<file path="src/rtl/alu16_pkg.sv">
// Package: shared width and function-code encoding for the ALU.
// Assumes the code values are fixed by the surrounding instruction decode.
package alu16_pkg;
    localparam int unsigned ALU_W  = 16;
    localparam int unsigned CODE_W = 4;

    typedef enum logic [CODE_W-1:0] {
        FN_ADD  = 4'h0,
        FN_SUB  = 4'h1,
        FN_PASS = 4'h2,
        FN_INV  = 4'h3,
        FN_AND  = 4'h4,
        FN_OR   = 4'h5,
        FN_NAND = 4'h6,
        FN_NOR  = 4'h7,
        FN_XOR  = 4'h8,
        FN_XNOR = 4'h9,
        FN_SLL  = 4'hA,
        FN_SRL  = 4'hB,
        FN_SLA  = 4'hC,
        FN_SRA  = 4'hD,
        FN_NEG  = 4'hE,
        FN_ZERO = 4'hF
    } alu_fn_e;
endpackage

</file>
<file path="src/rtl/alu16_addsub.sv">
// Module: shared adder for signed add and subtract, with separate overflow
// indications for each. Assumes two's-complement operands of width W.
module alu16_addsub #(
    parameter int unsigned W = 16
) (
    input  logic [W-1:0] a_val,
    input  logic [W-1:0] b_val,
    input  logic         do_sub,
    output logic [W-1:0] sum_out,
    output logic         ovf_add,
    output logic         ovf_sub
);
    localparam int unsigned MSB = W - 1;

    logic [W-1:0] b_eff;

    // Invert B and inject a carry to form A - B on the same adder.
    always_comb begin
        b_eff   = do_sub ? ~b_val : b_val;
        sum_out = a_val + b_eff + {{(W-1){1'b0}}, do_sub};
    end

    // Sign-based overflow detection for each arithmetic form.
    always_comb begin
        ovf_add = (a_val[MSB] == b_val[MSB]) && (sum_out[MSB] != a_val[MSB]);
        ovf_sub = (a_val[MSB] != b_val[MSB]) && (sum_out[MSB] != a_val[MSB]);
    end
endmodule

</file>
<file path="src/rtl/alu16_bitwise.sv">
// Module: the eight bitwise logic functions, selected by the function code.
// Assumes codes outside the logic group are don't-care here (output zero).
module alu16_bitwise
    import alu16_pkg::*;
#(
    parameter int unsigned W = 16
) (
    input  logic [W-1:0] a_val,
    input  logic [W-1:0] b_val,
    input  alu_fn_e      fn,
    output logic [W-1:0] logic_out
);
    // Pick one bitwise form of A and B.
    always_comb begin
        unique case (fn)
            FN_PASS: logic_out = a_val;
            FN_INV:  logic_out = ~a_val;
            FN_AND:  logic_out = a_val & b_val;
            FN_OR:   logic_out = a_val | b_val;
            FN_NAND: logic_out = ~(a_val & b_val);
            FN_NOR:  logic_out = ~(a_val | b_val);
            FN_XOR:  logic_out = a_val ^ b_val;
            FN_XNOR: logic_out = ~(a_val ^ b_val);
            default: logic_out = '0;
        endcase
    end
endmodule

</file>
<file path="src/rtl/alu16_unary.sv">
// Module: one-place shifts, negation and the constant zero, all on A only.
// Assumes a shift distance of exactly one; left arithmetic equals left logical.
module alu16_unary
    import alu16_pkg::*;
#(
    parameter int unsigned W = 16
) (
    input  logic [W-1:0] a_val,
    input  alu_fn_e      fn,
    output logic [W-1:0] unary_out
);
    localparam int unsigned MSB = W - 1;

    // Pick a shift, negation or zero result from A.
    always_comb begin
        unique case (fn)
            FN_SLL, FN_SLA: unary_out = {a_val[MSB-1:0], 1'b0};
            FN_SRL:         unary_out = {1'b0, a_val[MSB:1]};
            FN_SRA:         unary_out = {a_val[MSB], a_val[MSB:1]};
            FN_NEG:         unary_out = ~a_val + {{(W-1){1'b0}}, 1'b1};
            default:        unary_out = '0;
        endcase
    end
endmodule

</file>
<file path="src/rtl/alu16_core.sv">
// Module: top of the ALU. Routes the function code to the adder, bitwise
// and unary units and forms the overflow flag. Purely combinational.
module alu16_core
    import alu16_pkg::*;
#(
    parameter int unsigned W = ALU_W
) (
    input  logic [W-1:0]      opnd_a,
    input  logic [W-1:0]      opnd_b,
    input  logic [CODE_W-1:0] func_sel,
    output logic [W-1:0]      alu_result,
    output logic              ovf_flag
);
    localparam int unsigned MSB = W - 1;

    alu_fn_e      fn;
    logic [W-1:0] arith_res, logic_res, unary_res;
    logic         add_ovf, sub_ovf;

    // Decode the raw code into the enumerated function.
    always_comb fn = alu_fn_e'(func_sel);

    alu16_addsub #(.W(W)) u_addsub (
        .a_val   (opnd_a),
        .b_val   (opnd_b),
        .do_sub  (fn == FN_SUB),
        .sum_out (arith_res),
        .ovf_add (add_ovf),
        .ovf_sub (sub_ovf)
    );

    alu16_bitwise #(.W(W)) u_bitwise (
        .a_val     (opnd_a),
        .b_val     (opnd_b),
        .fn        (fn),
        .logic_out (logic_res)
    );

    alu16_unary #(.W(W)) u_unary (
        .a_val     (opnd_a),
        .fn        (fn),
        .unary_out (unary_res)
    );

    // Steer the unit that owns the code to the result port.
    always_comb begin
        if (fn == FN_ADD || fn == FN_SUB) begin
            alu_result = arith_res;
        end else if (fn >= FN_SLL) begin
            alu_result = unary_res;
        end else begin
            alu_result = logic_res;
        end
    end

    // Overflow only for the two arithmetic codes.
    always_comb begin
        unique case (fn)
            FN_ADD:  ovf_flag = add_ovf;
            FN_SUB:  ovf_flag = sub_ovf;
            default: ovf_flag = 1'b0;
        endcase
    end

    // Widened reference arithmetic used only by the assertions below.
    logic [W:0] wide_add, wide_sub;
    always_comb begin
        wide_add = {opnd_a[MSB], opnd_a} + {opnd_b[MSB], opnd_b};
        wide_sub = {opnd_a[MSB], opnd_a} - {opnd_b[MSB], opnd_b};
    end

    // Immediate checks of port relations for each function group.
    always_comb begin
        if (fn == FN_ADD) begin
            AST_ADD_WRAP: assert (alu_result == wide_add[MSB:0]);
            AST_ADD_OVF:  assert (ovf_flag == (wide_add[W] != wide_add[MSB]));
        end
        if (fn == FN_SUB) begin
            AST_SUB_WRAP: assert (alu_result == wide_sub[MSB:0]);
            AST_SUB_OVF:  assert (ovf_flag == (wide_sub[W] != wide_sub[MSB]));
        end
        if (fn != FN_ADD && fn != FN_SUB) begin
            AST_NO_OVERFLOW: assert (!ovf_flag);
        end
        if (fn == FN_SRA) begin
            AST_SRA_SIGN: assert (alu_result[MSB] == opnd_a[MSB]);
        end
        if (fn == FN_NEG) begin
            AST_NEG_SUM: assert ((alu_result + opnd_a) == '0);
        end
        if (fn == FN_ZERO) begin
            AST_ZERO_OUT: assert (alu_result == '0);
        end
    end
endmodule

</file>
<file path="config.mk">
export PLATFORM = sky130hd
export DESIGN_NAME = alu16_core
export DESIGN_NICKNAME = d
export VERILOG_FILES = /design/src/rtl/alu16_pkg.sv /design/src/rtl/alu16_addsub.sv /design/src/rtl/alu16_bitwise.sv /design/src/rtl/alu16_unary.sv /design/src/rtl/alu16_core.sv
export SDC_FILE = /design/constraint.sdc
export NUM_CORES = 1
export LEC_CHECK = 0
export ABC_CLOCK_PERIOD_IN_PS = 6100
export BUFFER_PORTS_ARGS = -buffer_cell sky130_fd_sc_hd__buf_2
export CAP_MARGIN = 20
export CORE_MARGIN = 5
export CORE_UTILIZATION = 60
export DETAILED_ROUTE_END_ITERATION = 10
export PLACE_DENSITY = 0.8
export SLEW_MARGIN = 20
export SYNTH_ARGS = -nofsm -noshare
export SYNTH_HDL_FRONTEND = slang
export SYNTH_SLANG_ARGS = --single-unit
</file>
<file path="constraint.sdc">
create_clock -name vclk -period 6.1
set_input_delay 0.61 -clock vclk [all_inputs]
set_output_delay 0.61 -clock vclk [all_outputs]
set_load 0.02 [all_outputs]
</file>
Word level (Yosys, flattened, before mapping)
Cells that the tools add are included.
W data, S select, Z words.

operators by class
  bitwise operators = 8
  reductions and logical operators = 5
  eq/ne operators = 17
  magnitude comparators = 1
  $add $sub $neg = 3
  multiplexer cells = 6

operators by type and width
  kind                     number
  $pmux W16 S8             1
  $not A16 Y16             5
  $pmux W16 S4             1
  $mux W16                 3
  $eq A4 B4 Y1 const B     7
  $add A16 B1 Y16          1
  $add A16 B1 Y16 const B  1
  $add A16 B16 Y16         1
  $and A16 B16 Y16         1
  $eq A4 B3 Y1 const B     4
  $or A16 B16 Y16          1
  $xor A16 B16 Y16         1
  $eq A4 B2 Y1 const B     2
  $eq A4 B1 Y1 const B     1
  $ge A4 B4 Y1 const B     1
  $logic_not A4 Y1         1
  $logic_and A1 B1 Y1      2
  $ne A1 B1 Y1             2
  $pmux W1 S2              1
  $reduce_or A2 Y1         1
  $eq A1 B1 Y1             1
  $logic_or A1 B1 Y1       1

storage, ports and cells
  bits in registers = 0
  input bits = 36
  logic and storage cells = 40

Longest topological paths before layout
  depth in word-level cells = 7
  depth in mapped cells = 13
  gate-level depth less buffers = 9

By module
A second synthesis with hierarchy kept.

unflattened totals
  cell total of the unflattened synthesis = 471
  area, all modules = 3781.1 um2

by module, submodules not included
  module         seq. area each (um2)  cells an instance  instances  area each (um2)
  alu16_bitwise  0.0                   200                1          1612.8
  alu16_addsub   0.0                   127                1          949.7
  alu16_unary    0.0                   87                 1          623.1
  alu16_core     0.0                   57                 1          595.6

Least setup slack after synthesis
No wires, ideal clock.

  path kind = input port to output port
  from = input func_sel[3]
  to = output alu_result[12]
  stages = 13
  arrival = 3836 ps
  required time = 5490 ps
  buffers on the path = 4
  path slack = 1654 ps
  cell sequence = buf_6 or4b_4 buf_6 clkbuf_1 xnor2_1 ha_1 clkbuf_1 or4_1 o21ai_1 a211oi_1 o21ai_0 mux2_2 o21ai_0

on the way
  cells in the longest elaborated chain, start to end = 5
  elaborated cells between the ends (all ways) = 25
  classes of those cells = add/sub: 2; order compare: 1; eq/ne: 14; mux: 5; reduce/logical: 3

RTL lines
  what                                              RTL line                                               RTL
  start: declaration                                alu16_core.sv:10                                       input logic [CODE_W-1:0] func_sel,
  $eq A4 B1 Y1 or $eq A4 B4 Y1 (tied branches)      alu16_core.sv:26, alu16_core.sv:47, alu16_unary.sv:16
  $mux W16 or $reduce_or A2 Y1 (tied branches)      alu16_addsub.sv:19, alu16_unary.sv:16
  $add A16 B16 Y16 or $pmux W16 S4 (tied branches)  alu16_addsub.sv:20, alu16_unary.sv:16
  $add A16 B1 Y16 or $mux W16 (tied branches)       alu16_addsub.sv:20, alu16_core.sv:49
  $mux W16 (*)                                      alu16_core.sv:47                                       if (fn == FN_ADD || fn == FN_SUB) begin
  end: declaration                                  alu16_core.sv:11                                       output logic [W-1:0] alu_result,

Every way passes the cells marked *; elsewhere a longest branch is shown, timed or not.

Final worst setup path
  from = input func_sel[1]
  to = output alu_result[15]

Same word-level chain as after synthesis.

==> results.md <==
- Status: complete, no violations
- Slowest-stage cell, CP: or4b_4
- Layout cells sized above 1: 13.3%
- Initial DRT Pass Iterations: 5
- Worst vdd ir: 0.0568 mV
- Largest net degree at the start of global routing: 62
- Peak per-stage delay on the critical path: 0.71 ns
- Sequential cell count: 0
- Area of the multi-input gates: 3190 µm²
- Gp weighted congestion: 0.913
- Hpwl dp: 8220 µm
- Met2 Use GR: 49.2%
- Power Density: 98.2 nW/µm²
- Setup-failing EPs final: 0
- # fillers: 578
- Setup Slack @ Placement: 1.60 ns
- Vias: 4,159
- Initial antenna violation count: 0
- Layout clock buffer count: 0
- Final WS setup: 1.61 ns
- FMAX: 0.223 GHz
- Hold Path End: ovf_flag
- CP max FO: 17
- Total grt overflow: 0
- I/O Buffers: 53
- Cells after Synth: 524
- Leak: 1.61 nW
- PnR Total Power: 0.368 mW
- Remaining antenna violation count: 0
- DR WL/cell: 19.1 µm
- First-pass GRT wire length: 18,800 µm
- Sequential element share of the synthesized area: 0%
- Kind of cell adding the most delay to the critical path: compound AO/OA/AOI/OAI gates
- CP Capture Type: output pin
- Minimum clock period: 4.49 ns
- Fin util: 64.4%
- Actual slew at the worst max-slew pin: 0.994 ns
- Mapped Nets: 609
- Crit share post-route: 73.6%
- Mean post-synth cell area: 6.75 µm²
- CP Class: input pin to output pin
- Gr usage total: 30.2%
- WP data required: 5.49 ns
- WP data arrival: 3.88 ns
- Yosys Warn Count: 0
- I/O pins: 53
- Via/cell ratio: 6.83
- Synth cell types: 64
- # diodes: 0
- Slew Limit Fails: 0
- Fin. Hold Viols: 0
- Mapped cell area: 3540 µm²
- Post-CTS setup buffers: 0
- Die ar.: 7530 µm²
- CP dominant cell by count: buf_2
- Vias in the first global route: 3,787
- Setup TNS Final: 0 ns
- Post-cts sizing count: 0
- Starting Density: 60.8%
- # nets final: 621
- # DRC: 0
- Number of max-cap violations: 0
- DRT iter0 DRCs: 495
- # rows: 28
- Worst Hold Class: input pin to output pin
- RSZ-0062 raised after global routing: false
- Grt peak-use layer: met2
- Met3 GRT Util: 3.14%
- Worst path buffer plus inverter count: 2
- CP startpoint kind: input pin
- CORE AREA: 5820 µm²
- Post-Route WL: 11,600 µm
- Area Overhead vs Synth: 5.91%
- Worst hold path depth: 4
- Sequential cell area: 0 µm²
- Hold buffer count at CTS: 0
- Crit-path cells: buf_2, or4b_4, xnor2_1, ha_1, a311oi_1, o21a_4, o21ai_0, a221oi_1, xnor3_1, a21boi_0, buf_2
- Die height: 86.8 µm
- Hold Crit Start: opnd_b[15]
- Die X: 86.8 µm
- Max transition margin: 33.6%
- Grt met1 use: 41.7%
cell usage after synthesis (8+ instances only):
master	number	share of area, %
ha_1	48	17
a21oi_1	40	5.7
inv_1	39	4.1
clkbuf_1	38	4.0
xnor2_1	37	9.2
nor2_1	34	3.6
nand2_1	32	3.4
o21ai_0	24	3.4
o22ai_1	21	3.7
a22oi_1	20	4.2
nand2b_1	12	2.1
nand3_1	12	1.7
a211oi_1	11	2.3
a221oi_1	11	2.7
nor2b_1	11	1.9
o211ai_1	9	1.9
buf_1	8	0.85
nor3_1	8	1.1
layer usage:
layer | wire [µm] | part of all wire (%) | vias up
met1 | 4950 | 43 | 1955
li1 | - | - | 1970
met2 | 5370 | 46 | 204
met5 | 0 | 0 | -
met3 | 997 | 8.6 | 30
met4 | 300 | 2.6 | 0
cell families (layout without fill, tap and decap cells):
logic type	Yosys count	count (layout)	synth area share, %
AND/OR/NAND/NOR	135	135	19.1
adder cells (fa/ha/maj)	49	49	17.5
XOR/XNOR	43	43	11.0
buffers and inverters	89	99	9.94
multiplexers	10	10	3.29
AO/OA/AOI/OAI	198	198	39.1
placed cells by master, fill, tap and decap left out, types with 3 or more instances in the layout:
master and instances:
a2111oi_0 3, a211o_1 3, a211oi_1 11, a21o_1 6, a21oi_1 40, a221oi_1 11, a22o_1 3, a22oi_1 20
a2bb2oi_1 5, a31oi_1 6, a32oi_1 4, and2_1 3, buf_2 53, buf_4 7, ha_1 48, inv_1 39
mux2i_1 6, nand2_1 32, nand2b_1 12, nand3_1 12, nand4_1 5, nor2_1 34, nor2b_1 10, nor3_1 8
nor4_1 4, o211ai_1 9, o21a_1 5, o21ai_0 24, o221ai_1 5, o22ai_1 21, o32a_1 3, or3_1 5
xnor2_1 37, xor2_1 5
worst max path at each step:
| stage | depth (start not counted) | endpoint | startpoint | slack, ns |
|---|---|---|---|---|
| final | 11 | alu_result[15] | func_sel[1] | 1.61 |
| after global routing | 11 | alu_result[15] | func_sel[1] | 1.43 |
| after CTS | 11 | alu_result[15] | func_sel[1] | 1.60 |
| after detailed placement | 11 | alu_result[15] | func_sel[1] | 1.60 |
| after global placement | 11 | alu_result[15] | func_sel[1] | 1.71 |
| after floorplan | 13 | alu_result[12] | func_sel[3] | 1.65 |
where the power goes:
group | switching [mW] | internal [mW]
sequential | 0 | 0
combinational | 0.222 | 0.146
clock | 0 | 0
stage by stage:
stage / cells / area (µm²) / hold WS (ns)
CTS: 609 / 3740 / 1.69
global route: 609 / 3750 / 1.72
floorplan: 524 / 3540 / 1.49
detailed placement: 609 / 3740 / 1.69
finish: 609 / 3750 / 1.68
global placement: 609 / 3740 / 1.67
final cells by class:
cell class | instances | area share (%)
Inverter | 39 | 3.91
Timing Repair Buffer | 60 | 8.48
Tap cell | 75 | 2.51
Multi-Input combinational cell | 435 | 85.1
Power figures use the tool's default switching activity.
